**config.mk**
```make
export PLATFORM = sky130hd
export DESIGN_NAME = sync_serial_xcvr
export DESIGN_NICKNAME = d
export VERILOG_FILES = /design/src/rtl/sxc_pkg.sv /design/src/rtl/sxc_pin_sync.sv /design/src/rtl/sxc_clk_master.sv /design/src/rtl/sxc_frame_fsm.sv /design/src/rtl/sync_serial_xcvr.sv
export SDC_FILE = /design/constraint.sdc
export NUM_CORES = 1
export LEC_CHECK = 0
export ABC_AREA = 1
export BUFFER_PORTS_ARGS = -buffer_cell sky130_fd_sc_hd__buf_4
export CAP_MARGIN = 5
export CORE_UTILIZATION = 24
export CTS_CLUSTER_DIAMETER = 80
export DETAILED_ROUTE_END_ITERATION = 8
export SETUP_SLACK_MARGIN = 0.5
export SLEW_MARGIN = 25
export SYNTH_ARGS = -nofsm -noshare
export SYNTH_HDL_FRONTEND = slang
export SYNTH_SLANG_ARGS = --single-unit
```
**constraint.sdc**
```tcl
create_clock -name clk -period 2.9 [get_ports clk]
set_input_delay 0.435 -clock clk [delete_from_list [all_inputs] [get_ports clk]]
set_output_delay 0.435 -clock clk [all_outputs]
set_load 0.02 [all_outputs]
```
**src/rtl/sxc_pkg.sv**
```systemverilog
package sxc_pkg;

    localparam int FRAME_MAX = 12;

    typedef enum logic [1:0] {
        ST_IDLE,
        ST_SHIFT,
        ST_DONE
    } sxc_state_t;

    typedef struct packed {
        logic [7:0] data;
        logic       perr;
        logic       ferr;
    } rx_word_t;

    // number of bit slots in one frame
    function automatic logic [3:0] frame_len(logic framed, logic par_en, logic two_stop);
        if (framed)
            return 4'd10 + {3'b000, par_en} + {3'b000, two_stop};
        return 4'd8;
    endfunction

    // line bits of a frame, slot 0 in bit 0; unused slots read as 1
    function automatic logic [FRAME_MAX-1:0] build_frame(logic [7:0] d, logic framed,
                                                         logic par_en, logic par_odd);
        logic [FRAME_MAX-1:0] f;
        f = '1;
        if (framed) begin
            f[0]   = 1'b0;
            f[8:1] = d;
            if (par_en)
                f[9] = (^d) ^ par_odd;
        end else begin
            f[7:0] = d;
        end
        return f;
    endfunction

    function automatic rx_word_t decode_frame(logic [FRAME_MAX-1:0] b, logic framed,
                                              logic par_en, logic par_odd, logic two_stop);
        rx_word_t   r;
        logic [3:0] sp;
        sp     = par_en ? 4'd10 : 4'd9;
        r.data = framed ? b[8:1] : b[7:0];
        r.perr = framed && par_en && ((^b[8:1]) ^ b[9] ^ par_odd);
        r.ferr = framed && (!b[sp] || (two_stop && !b[sp + 4'd1]));
        return r;
    endfunction

endpackage

```
**src/rtl/sxc_pin_sync.sv**
```systemverilog
module sxc_pin_sync #(
    parameter int STAGES = 2
) (
    input  logic clk,
    input  logic rst_n,
    input  logic sck_in,
    input  logic sd_in,
    output logic sd_s,
    output logic sck_rise,
    output logic sck_fall
);
    logic [STAGES-1:0] sck_pipe;
    logic [STAGES-1:0] sd_pipe;
    logic              sck_prev;

    always_ff @(posedge clk) begin
        if (!rst_n) begin
            sck_pipe <= '0;
            sd_pipe  <= '1;
            sck_prev <= 1'b0;
        end else begin
            sck_pipe <= {sck_pipe[STAGES-2:0], sck_in};
            sd_pipe  <= {sd_pipe[STAGES-2:0], sd_in};
            sck_prev <= sck_pipe[STAGES-1];
        end
    end

    assign sd_s     = sd_pipe[STAGES-1];
    assign sck_rise = sck_pipe[STAGES-1] && !sck_prev;
    assign sck_fall = !sck_pipe[STAGES-1] && sck_prev;

endmodule

```
**src/rtl/sxc_clk_master.sv**
```systemverilog
module sxc_clk_master #(
    parameter int DIV_W = 8
) (
    input  logic             clk,
    input  logic             rst_n,
    input  logic             run,
    input  logic             clk_inv,
    input  logic [DIV_W-1:0] half_div,
    output logic             sck_out,
    output logic             drive_p,
    output logic             sample_p
);
    logic [DIV_W-1:0] cnt;
    logic             sck_q;
    logic             toggle;
    logic             mark;

    assign mark   = !clk_inv;
    assign toggle = run && (cnt == half_div);

    always_ff @(posedge clk) begin
        if (!rst_n || !run) begin
            cnt   <= '0;
            sck_q <= mark;
        end else if (toggle) begin
            cnt   <= '0;
            sck_q <= !sck_q;
        end else begin
            cnt   <= cnt + 1'b1;
        end
    end

    assign sck_out  = sck_q;
    assign drive_p  = toggle && (sck_q == mark);
    assign sample_p = toggle && (sck_q != mark);


    sck_hold_chk: assert property (@(posedge clk) disable iff (!rst_n)
        run && (cnt != half_div) |=> $stable(sck_q));

endmodule

```
**src/rtl/sxc_frame_fsm.sv**
```systemverilog
module sxc_frame_fsm
    import sxc_pkg::*;
(
    input  logic       clk,
    input  logic       rst_n,
    input  logic       master,
    input  logic       framed,
    input  logic       par_en,
    input  logic       par_odd,
    input  logic       two_stop,
    input  logic [7:0] tx_data,
    input  logic       tx_valid,
    output logic       tx_ready,
    input  logic       drive_p,
    input  logic       sample_p,
    input  logic       sd_in_s,
    output logic       sd_out,
    output logic       run,
    output logic [7:0] rx_data,
    output logic       rx_valid,
    output logic       rx_par_err,
    output logic       rx_frm_err
);
    sxc_state_t           state, state_nx;
    logic [FRAME_MAX-1:0] tx_sh;
    logic [FRAME_MAX-1:0] rx_bits;
    logic [FRAME_MAX-1:0] rx_now;
    logic [FRAME_MAX-1:0] frame_now;
    logic [3:0]           bit_cnt;
    logic [3:0]           frame_n;
    logic                 slave_kick;
    logic                 take;
    logic                 last_sample;
    rx_word_t             word;

    assign frame_n     = frame_len(framed, par_en, two_stop);
    assign slave_kick  = !master && drive_p;
    assign take        = (state == ST_IDLE) && (tx_valid || slave_kick);
    assign last_sample = (state == ST_SHIFT) && sample_p && (bit_cnt == frame_n - 4'd1);
    assign frame_now   = build_frame(tx_valid ? tx_data : 8'hFF, framed, par_en, par_odd);
    assign tx_ready    = (state == ST_IDLE);
    assign run         = master && (state == ST_SHIFT);

    always_comb begin
        rx_now          = rx_bits;
        rx_now[bit_cnt] = sd_in_s;
    end

    assign word = decode_frame(rx_now, framed, par_en, par_odd, two_stop);

    // state register
    always_ff @(posedge clk) begin
        if (!rst_n)
            state <= ST_IDLE;
        else
            state <= state_nx;
    end

    always_comb begin
        state_nx = state;
        unique case (state)
            ST_IDLE:  if (take) state_nx = ST_SHIFT;
            ST_SHIFT: if (last_sample) state_nx = ST_DONE;
            ST_DONE:  state_nx = ST_IDLE;
            default:  state_nx = ST_IDLE;
        endcase
    end

    // datapath and outputs
    always_ff @(posedge clk) begin
        if (!rst_n) begin
            tx_sh      <= '1;
            rx_bits    <= '0;
            bit_cnt    <= '0;
            sd_out     <= 1'b1;
            rx_data    <= '0;
            rx_valid   <= 1'b0;
            rx_par_err <= 1'b0;
            rx_frm_err <= 1'b0;
        end else begin
            rx_valid <= 1'b0;
            unique case (state)
                ST_IDLE: begin
                    if (take) begin
                        bit_cnt <= '0;
                        rx_bits <= '0;
                        if (slave_kick) begin
                            sd_out <= frame_now[0];
                            tx_sh  <= {1'b1, frame_now[FRAME_MAX-1:1]};
                        end else begin
                            tx_sh  <= frame_now;
                        end
                    end
                end
                ST_SHIFT: begin
                    if (drive_p) begin
                        sd_out <= tx_sh[0];
                        tx_sh  <= {1'b1, tx_sh[FRAME_MAX-1:1]};
                    end
                    if (sample_p) begin
                        rx_bits <= rx_now;
                        bit_cnt <= bit_cnt + 4'd1;
                    end
                    if (last_sample) begin
                        rx_valid   <= 1'b1;
                        rx_data    <= word.data;
                        rx_par_err <= word.perr;
                        rx_frm_err <= word.ferr;
                    end
                end
                ST_DONE: sd_out <= 1'b1;
                default: sd_out <= 1'b1;
            endcase
        end
    end


    rx_pulse_chk: assert property (@(posedge clk) disable iff (!rst_n)
        rx_valid |=> !rx_valid);


    accept_drop_chk: assert property (@(posedge clk) disable iff (!rst_n)
        tx_valid && tx_ready |=> !tx_ready);


    slot_bound_chk: assert property (@(posedge clk) disable iff (!rst_n)
        (state == ST_SHIFT) |-> (bit_cnt < 4'(FRAME_MAX)));


    line_idle_chk: assert property (@(posedge clk) disable iff (!rst_n)
        (state == ST_IDLE) |-> sd_out);

endmodule

```
**src/rtl/sync_serial_xcvr.sv**
```systemverilog
module sync_serial_xcvr #(
    parameter int DIV_W       = 8,
    parameter int SYNC_STAGES = 2
) (
    input  logic             clk,
    input  logic             rst_n,
    input  logic             cfg_master,
    input  logic             cfg_frame_en,
    input  logic             cfg_par_en,
    input  logic             cfg_par_odd,
    input  logic             cfg_two_stop,
    input  logic             cfg_clk_inv,
    input  logic [DIV_W-1:0] cfg_half_div,
    input  logic [7:0]       tx_data,
    input  logic             tx_valid,
    output logic             tx_ready,
    output logic [7:0]       rx_data,
    output logic             rx_valid,
    output logic             rx_par_err,
    output logic             rx_frm_err,
    input  logic             sd_in,
    output logic             sd_out,
    input  logic             sck_in,
    output logic             sck_out,
    output logic             sck_oe
);
    logic sd_s, s_rise, s_fall;
    logic m_drive, m_sample, run;
    logic drive_p, sample_p;

    sxc_pin_sync #(.STAGES(SYNC_STAGES)) u_sync (
        .clk      (clk),
        .rst_n    (rst_n),
        .sck_in   (sck_in),
        .sd_in    (sd_in),
        .sd_s     (sd_s),
        .sck_rise (s_rise),
        .sck_fall (s_fall)
    );

    sxc_clk_master #(.DIV_W(DIV_W)) u_gen (
        .clk      (clk),
        .rst_n    (rst_n),
        .run      (run),
        .clk_inv  (cfg_clk_inv),
        .half_div (cfg_half_div),
        .sck_out  (sck_out),
        .drive_p  (m_drive),
        .sample_p (m_sample)
    );

    // slave: drive edge leaves the mark level, sample edge returns to it
    assign drive_p  = cfg_master ? m_drive  : (cfg_clk_inv ? s_rise : s_fall);
    assign sample_p = cfg_master ? m_sample : (cfg_clk_inv ? s_fall : s_rise);
    assign sck_oe   = cfg_master;

    sxc_frame_fsm u_fsm (
        .clk        (clk),
        .rst_n      (rst_n),
        .master     (cfg_master),
        .framed     (cfg_frame_en),
        .par_en     (cfg_par_en),
        .par_odd    (cfg_par_odd),
        .two_stop   (cfg_two_stop),
        .tx_data    (tx_data),
        .tx_valid   (tx_valid),
        .tx_ready   (tx_ready),
        .drive_p    (drive_p),
        .sample_p   (sample_p),
        .sd_in_s    (sd_s),
        .sd_out     (sd_out),
        .run        (run),
        .rx_data    (rx_data),
        .rx_valid   (rx_valid),
        .rx_par_err (rx_par_err),
        .rx_frm_err (rx_frm_err)
    );


    mark_level_chk: assert property (@(posedge clk) disable iff (!rst_n)
        cfg_master && tx_ready && $past(tx_ready) && $stable(cfg_clk_inv)
        |-> (sck_out == !cfg_clk_inv));


    edge_excl_chk: assert property (@(posedge clk) disable iff (!rst_n)
        !(drive_p && sample_p));

endmodule

```
==> metrics.md, run 1 <==
| Metric | Value |
|---|---|
| Share of flip-flops with an asynchronous set or reset | 0% |
| Worst hold path depth | 3 |
| Critical Path Source Type | input pin |
| # IOs | 42 |
| Final cycle utilization of the critical path | 76.74% |
| Non-filler instance count after layout | 740 |
| Final setup TNS | 0 ns |
| Via count of the first global-routing pass | 3074 |
| Global routing usage summed across all routing layers | 12.50% |
| Most repeated library cell on the critical path | sky130_fd_sc_hd__ha_1 |
| Cell with the largest stage delay on the worst path | sky130_fd_sc_hd__or2_2 |
| Highest ir drop seen on vdd | 0.2967 mV |
| Number of nets in the final layout | 593 |
| Routed wire length | 8.453 mm |
| Clock-pin slew of the registers on the worst-case setup and hold paths | 0.07 ns |
| Maximum buffer depth of the clock tree | 2 |
| Iteration-0 DRC count of the detailed router | 124 |
| WP data arrival | 2.44 ns |
| EDFF count, synth | 1 |
| Count of final max-slew check failures | 0 |
| Minimum hold slack | 0.3197 ns |
| Cells along the critical path | buf_4, ha_1, or2_2, ha_1, a22oi_1, o2111ai_1, nor2_1, nand3_4, nand2_1, nand3_1, a21oi_1 |
| Row count | 43 |
| Routed len/inst | 11.42 µm |
| Worst Tran Pin Value | 0.6424 ns |
| Delay-heaviest family, CP | simple AND/OR/NAND/NOR gates |
| Main flop type after synthesis | sky130_fd_sc_hd__dfxtp_1 |
| P per Cell Area | 660.8 mW/mm² |
| Setup slack of the critical path after layout | 0.6744 ns |
| Area growth from synthesis to layout | 17.82% |
| Setup repair after global routing missed its margin | no |
| Share of synthesized area spent on multiplexers | 0% |
| Net count after synthesis | 562 |
| Number of inserted filler cells in the final layout | 1529 |
| Placeable core region | 0.01393 mm² |
| Share of layout cells above drive strength 1 | 15.89% |
| Cells after Synth | 528 |
| Register bit count reported by yosys | 54 |
| Placer congestion estimate | 0.8051 |
| Adder and majority cell fraction of the synthesized area | 2.541% |
| Cell at the root of the clock tree | sky130_fd_sc_hd__clkbuf_16 |
| Cell Area, Synth | 0.003447 mm² |
| Sequential share of the synthesized area | 31.65% |
| Floorplan die height | 121.8 µm |
| Final antenna-violating net count | 0 |
| Number of maximum-capacitance constraint violations | 0 |
| Number of iterations in the first detailed-routing pass | 4 |
| Placed cell count | 732 |
| Fmax | 449.3 MHz |
| Share of the synthesized area in the top cell type | 30.78% |
| Stages on the worst setup path | 11 |
| Antenna violations before repair | 0 |
| Simple-gate portion of the synthesized area | 33.47% |
| Main area contributors after synthesis | sky130_fd_sc_hd__dfxtp_1 31%, sky130_fd_sc_hd__nand2_1 18%, sky130_fd_sc_hd__o21ai_0 7.3% |
| Initial Util | 24.74% |
| Area enclosed by the die boundary | 0.01485 mm² |
| Final critical delay including setup and external delays | 2.226 ns |
| Library cell with the largest summed area after synthesis | sky130_fd_sc_hd__dfxtp_1 |
| Sum of internal, switching and leakage power | 2.684 mW |
| Antenna diode instance count | 0 |
| Final cell area excluding filler cells | 0.004061 mm² |
| Global-route wire length before repair | 14.75 mm |
| Remaining global-route overflow | 0 |
| LEAKAGE | 1.776 nW |
| Biggest fanout along the worst timing path | 21 |
| Outcome | complete, no violations |
| Setup bufs post-CTS | 0 |
| Distinct cell type count after synthesis | 37 |
| Number of port buffers | 41 |
| Synth Area per Inst | 6.529 µm² |
| Via count | 3244 |
| Min-delay worst type | in2reg |
| Critical path data required time | 3.12 ns |
| Clock net sink count | 54 |
| Combined buffer and inverter count along the critical path | 1 |
| Number of endpoints failing setup at the final stage | 0 |
| Largest family of logic cells by synthesized area | simple AND/OR/NAND/NOR gates |
| DP Area | 0.003900 mm² |
| Width of the die | 121.8 µm |
| Share of the synthesized area in compound gates (AO/OA/AOI/OAI) | 17.46% |
| Per-cell via count in the routed design | 4.384 |
| Crit path kind | in2reg |
| Synthesized-area fraction occupied by xor and xnor cells | 5.082% |
| Minimum setup slack after placement | 0.2885 ns |
| TritonCTS clock tree | built |
| HPWL Detailed | 6.274 mm |
| Utilization after layout | 29.15% |
| Clock tree skew after final layout | 0.006127 ns |
| Rel. slew slack | 56.88% |
| Final hold vios | 0 |
| Largest net degree at the start of global routing | 38 |
| Capturing element type of the critical path | register |
| R2r worst-path depth | 14 |
| DRC Markers | 0 |
| Slowest cell delay on critical path | 0.29 ns |
| TritonCTS Buffers | 5 |
| Source-to-sink clock delay at the later pin of the worst-skew pair | 0.30 ns |
| Number of H-tree levels | 2 |
| Warning count from the yosys run | 0 |
[worst reg2reg max path, stage by stage, from the launching register on]
cell and delay (ns):
sky130_fd_sc_hd__dfxtp_1 0.36, sky130_fd_sc_hd__inv_1 0.16, sky130_fd_sc_hd__ha_1 0.29, sky130_fd_sc_hd__nand3_1 0.16
sky130_fd_sc_hd__o21ai_1 0.32, sky130_fd_sc_hd__nand2_1 0.09, sky130_fd_sc_hd__nand2_1 0.10, sky130_fd_sc_hd__nand2_1 0.06
sky130_fd_sc_hd__nand2_1 0.07, sky130_fd_sc_hd__nand2_1 0.09, sky130_fd_sc_hd__nand2_1 0.08, sky130_fd_sc_hd__nand2_1 0.05
sky130_fd_sc_hd__nand2_1 0.05, sky130_fd_sc_hd__nand2_1 0.04, sky130_fd_sc_hd__a21oi_1 0.11
[where the power goes]
part | switching [mW] | leakage (nW) | internal, mW
Clock | 0.281 | 0.0729 | 0.343
Sequential | 0.0743 | 0.444 | 0.870
Combinational | 0.725 | 1.26 | 0.390
[path summary, 6_finish.rpt]
check | start | endpoint | slack, ns
setup / recovery | cfg_par_en | u_fsm.state[0] | 0.67
hold / removal | sck_in | u_sync.sck_pipe[0] | 0.32
setup reg to reg | u_fsm.bit_cnt[0] | u_fsm.rx_par_err | 0.80
hold reg to reg | u_sync.sck_pipe[0] | u_sync.sck_pipe[1] | 0.41
[area by class of cell]
type	instances	area, µm²	share of cell area [%]
clock buffer	6	138.9	3.420
clock inverter	2	12.51	0.3081
inverter	56	212.7	5.237
multi-input combinational	395	2028	49.94
sequential	54	1091	26.86
tap	180	225.2	5.545
timing repair buffer	47	352.8	8.688
[cells in the final DEF, fill, tap and decap left out, types with 2 or more instances in the layout]
master	netlist	layout
sky130_fd_sc_hd__nand4_1	5	5
sky130_fd_sc_hd__nand2_1	165	165
sky130_fd_sc_hd__buf_4	5	47
sky130_fd_sc_hd__or2_2	5	5
sky130_fd_sc_hd__o21ai_0	50	50
sky130_fd_sc_hd__a21oi_2	5	5
sky130_fd_sc_hd__nor2_2	2	3
sky130_fd_sc_hd__nand3_1	47	47
sky130_fd_sc_hd__xnor2_1	7	7
sky130_fd_sc_hd__nand3_2	3	2
sky130_fd_sc_hd__nand2_4	2	2
sky130_fd_sc_hd__inv_1	51	51
sky130_fd_sc_hd__a22oi_2	9	9
sky130_fd_sc_hd__clkinv_1	2	2
sky130_fd_sc_hd__nor3_1	4	4
sky130_fd_sc_hd__clkinv_2	2	3
sky130_fd_sc_hd__o21ai_1	6	6
sky130_fd_sc_hd__dfxtp_1	53	53
sky130_fd_sc_hd__xor2_1	13	13
sky130_fd_sc_hd__ha_1	7	7
sky130_fd_sc_hd__nor2_1	35	34
sky130_fd_sc_hd__a21oi_1	18	18
sky130_fd_sc_hd__clkbuf_16	0	5
sky130_fd_sc_hd__a31oi_1	2	2
sky130_fd_sc_hd__nand2_2	2	2
[cells in the mapped netlist (3+ instances only)]
master	n
sky130_fd_sc_hd__buf_2	4
sky130_fd_sc_hd__nand2_1	165
sky130_fd_sc_hd__inv_1	51
sky130_fd_sc_hd__a21oi_2	5
sky130_fd_sc_hd__nand3_1	47
sky130_fd_sc_hd__xor2_1	13
sky130_fd_sc_hd__a21oi_1	18
sky130_fd_sc_hd__o21ai_1	6
sky130_fd_sc_hd__clkbuf_1	12
sky130_fd_sc_hd__nand3_2	3
sky130_fd_sc_hd__buf_4	5
sky130_fd_sc_hd__or2_2	5
sky130_fd_sc_hd__a22oi_2	9
sky130_fd_sc_hd__ha_1	7
sky130_fd_sc_hd__nand4_1	5
sky130_fd_sc_hd__xnor2_1	7
sky130_fd_sc_hd__o21ai_0	50
sky130_fd_sc_hd__dfxtp_1	53
sky130_fd_sc_hd__nor2_1	35
sky130_fd_sc_hd__nor3_1	4
[repair_timing]
item	CTS	global route
gates resized for setup	0	2
hold buffers	0	0
endpoints found under the setup margin	0	6
[logic make-up after synthesis]
| logic type | after synthesis |
|---|---|
| AND/OR/NAND/NOR | 271 |
| XOR/XNOR | 20 |
| buffers and inverters | 79 |
| AO/OA/AOI/OAI | 97 |
| flip-flops | 54 |
| adder cells (fa/ha/maj) | 7 |
[registers in the layout, indices dropped and copies added (netlist names), 2 cells and up]
register	flops
u_fsm.state	2
u_fsm.rx_data	8
u_fsm.tx_sh	10
u_fsm.rx_bits	12
u_sync.sck_pipe	2
u_fsm.bit_cnt	4
u_sync.sd_pipe	2
u_gen.cnt	8
[metal layers]
layer  wire [µm]  vias up  GRT usage [%]  share of wire [%]
met5           0        -              0                  0
met4         106        0          4.630                1.3
met3         382        7          2.154                4.5
met2        3784       60          19.81                 45
met1        4180     1408          16.87                 49
li1            -     1769              -                  -
Note: power is estimated with default switching activity, not from simulation.
==> inputs of run 2 (changes only) <==
Clock period 2.9 ns to 1.8 ns, I/O delays scaled along.
==> metrics.md, run 2 (synthesis gave the netlist of run 1 again) <==
| Metric | Value |
|---|---|
| Clock tree skew after final layout | 0.008271 ns |
| Detailed route wirelength on metal2 | 4.963 mm |
| Highest ir drop seen on vdd | 0.5668 mV |
| Placeable core region | 0.01393 mm² |
| TritonCTS Buffers | 5 |
| WL met3 | 456 µm |
| LEAKAGE | 2.246 nW |
| Number of iterations in the first detailed-routing pass | 4 |
| Antenna violations before repair | 0 |
| Number of port buffers | 41 |
| Number of maximum-capacitance constraint violations | 0 |
| HPWL Detailed | 6.523 mm |
| Minimum setup slack after placement | -0.3773 ns |
| Endpoint of the lowest-slack register-to-register path | u_fsm.rx_frm_err |
| Min-delay worst type | in2reg |
| Remaining global-route overflow | 0 |
| Clock network fraction of total power | 23.0% |
| Global-route wire length before repair | 15.96 mm |
| DP Area | 0.004218 mm² |
| Global routing usage summed across all routing layers | 13.58% |
| Row count | 43 |
| Biggest fanout along the worst timing path | 5 |
| Clock-pin slew of the registers on the worst-case setup and hold paths | 0.08 ns |
| Fmax | 543.0 MHz |
| Critical path data required time | 1.98 ns |
| TritonCTS clock tree | built |
| Met1 wire length | 4.571 mm |
| Outcome | finished, violations left |
| Max FFs per register | 12 |
| Worst hold path depth | 3 |
| R2r worst-path depth | 10 |
| Register ranked first by flip-flop count | u_fsm.rx_bits |
| Antenna diode instance count | 0 |
| Reg-to-Reg Start | u_fsm.bit_cnt[0] |
| Number of endpoints failing setup at the final stage | 9 |
| Critical Path Source Type | input pin |
| Area growth from synthesis to layout | 51.94% |
| Internal cell power | 3.407 mW |
| Most common cell after layout, fill and taps aside | sky130_fd_sc_hd__nand2_1 |
| Final critical delay including setup and external delays | 1.842 ns |
| Final antenna-violating net count | 0 |
| Largest net degree at the start of global routing | 24 |
| Switching power | 2.111 mW |
| Number of nets in the final layout | 657 |
| P per Cell Area | 1054 mW/mm² |
| Worst setup slack for register-to-register paths | 0.01 ns |
| Most used cells in the layout excluding fill and tap cells | 144 x sky130_fd_sc_hd__nand2_1, 90 x sky130_fd_sc_hd__buf_4, 42 x sky130_fd_sc_hd__dfxtp_1, 40 x sky130_fd_sc_hd__nand3_1, 39 x sky130_fd_sc_hd__inv_1 |
| Capturing element type of the critical path | register |
| Crit path kind | in2reg |
| Count of final max-slew check failures | 0 |
| Hold buffers post-CTS | 0 |
| WP data arrival | 2.03 ns |
| Rel. slew slack | 69.81% |
| Worst Tran Pin Value | 0.4500 ns |
| Via count of the first global-routing pass | 3389 |
| Via count | 3659 |
| Gate power share | 48.5% |
| Routed wire length | 10.12 mm |
| Setup repair after global routing missed its margin | yes |
| # IOs | 42 |
| Routed len/inst | 12.58 µm |
| Placer congestion estimate | 0.8384 |
| Maximum buffer depth of the clock tree | 2 |
| Final cell area excluding filler cells | 0.005238 mm² |
| Cell at the root of the clock tree | sky130_fd_sc_hd__clkbuf_16 |
| Critical Path Start | cfg_par_en |
| Setup slack of the critical path after layout | -0.04173 ns |
| Top flop regs | u_fsm.rx_bits: 12 flops, u_fsm.tx_sh: 10 flops |
| Switching share of total power | 38.26% |
| Final cycle utilization of the critical path | 102.3% |
| Final hold vios | 0 |
| Floorplan die height | 121.8 µm |
| Per-cell via count in the routed design | 4.551 |
| Source-to-sink clock delay at the later pin of the worst-skew pair | 0.30 ns |
| Width of the die | 121.8 µm |
| Fraction of power consumed by sequential logic | 28.5% |
| DRC Markers | 0 |
| Area enclosed by the die boundary | 0.01485 mm² |
| Initial Util | 24.74% |
| Share of layout cells above drive strength 1 | 40.06% |
| Clock net sink count | 54 |
| Uppermost signal routing layer after detailed routing | met4 |
| Iteration-0 DRC count of the detailed router | 142 |
| Number of H-tree levels | 2 |
| Violations in the final reports | setup timing |
| Destination of the critical timing path | u_fsm.rx_frm_err |
## run 2: cell types whose count changed in the layout (fill, tap and decap cells not counted), moves of 8 or more
cell and delta:
sky130_fd_sc_hd__a21oi_2 +11, sky130_fd_sc_hd__o21ai_2 +13, sky130_fd_sc_hd__o21ai_0 -19, sky130_fd_sc_hd__nand2_2 +16, sky130_fd_sc_hd__inv_1 -12, sky130_fd_sc_hd__buf_4 +43
sky130_fd_sc_hd__nand2_1 -21, sky130_fd_sc_hd__buf_6 +11, sky130_fd_sc_hd__dfxtp_2 +8, sky130_fd_sc_hd__a21oi_1 -11, sky130_fd_sc_hd__dfxtp_1 -11
## run 2: power groups by stage
| stage | Sequential (mW) | Clock, mW | Combinational [mW] |
|---|---|---|---|
| after floorplan | 1.54 | 0 | 1.47 |
| after global placement | 1.55 | 0 | 2.03 |
| after detailed placement | 1.55 | 0 | 2.04 |
| after CTS | 1.54 | 1.29 | 2.45 |
| after global routing | 1.60 | 1.34 | 2.96 |
| final | 1.57 | 1.27 | 2.68 |
## run 2: area by class of cell
class	instances	area (µm²)
Clock buffer	5	125.1
Clock inverter	3	68.82
Fill cell	1371	8697
Inverter	56	241.5
Multi-Input combinational cell	395	2452
Sequential cell	54	1112
Tap cell	180	225.2
Timing Repair Buffer	111	1012
## run 2: per-layer routing
metal | vias to the layer above | GRT usage, %
met3 | 9 | 2.060
met5 | - | 0
met2 | 72 | 22.92
met4 | 0 | 4.244
met1 | 1668 | 17.64
li1 | 1910 | -
## run 2: how the worst min path moves through the flow
stage                 startpoint                  to
3_5_place_dp   u_sync.sd_pipe[0]   u_sync.sd_pipe[1]
6_report                  sck_in  u_sync.sck_pipe[0]
5_1_grt                    sd_in   u_sync.sd_pipe[0]
4_1_cts                   sck_in  u_sync.sck_pipe[0]
2_1_floorplan             sck_in  u_sync.sck_pipe[0]
3_3_place_gp   u_sync.sd_pipe[0]   u_sync.sd_pipe[1]
## run 2: repair_timing
item,4_1_cts,5_1_grt
setup endpoints to repair,50,51
resized for setup,91,53
pin swaps,18,14
setup buffers,14,10
gates cloned,5,1
## run 2: worst max-delay path, stage by stage
cell and delay [ns]:
sky130_fd_sc_hd__buf_8 0.11, sky130_fd_sc_hd__ha_4 0.15, sky130_fd_sc_hd__or2_4 0.23, sky130_fd_sc_hd__ha_4 0.22, sky130_fd_sc_hd__a22oi_2 0.17, sky130_fd_sc_hd__o2111ai_2 0.12
sky130_fd_sc_hd__nor2_2 0.17, sky130_fd_sc_hd__nand3_4 0.17, sky130_fd_sc_hd__buf_6 0.18, sky130_fd_sc_hd__buf_16 0.13, sky130_fd_sc_hd__nand3_2 0.05, sky130_fd_sc_hd__nand2_1 0.05
## run 2: metrics by stage
step | hold slack (ns) | instances | TNS, ns | power, mW | utilization, %
after global routing | 0.1713 | 804 | -0.7363 | 5.887 | 37.59
after floorplan | 0.3676 | 528 | -1.053 | 3.010 | -
after CTS | 0.1475 | 793 | -0.06855 | 5.273 | 35.41
after global placement | 0.3939 | 766 | -3.698 | 3.580 | 30.27
after detailed placement | 0.4022 | 766 | -4.358 | 3.586 | 30.27
final | 0.1507 | 804 | -0.1532 | 5.518 | 37.59
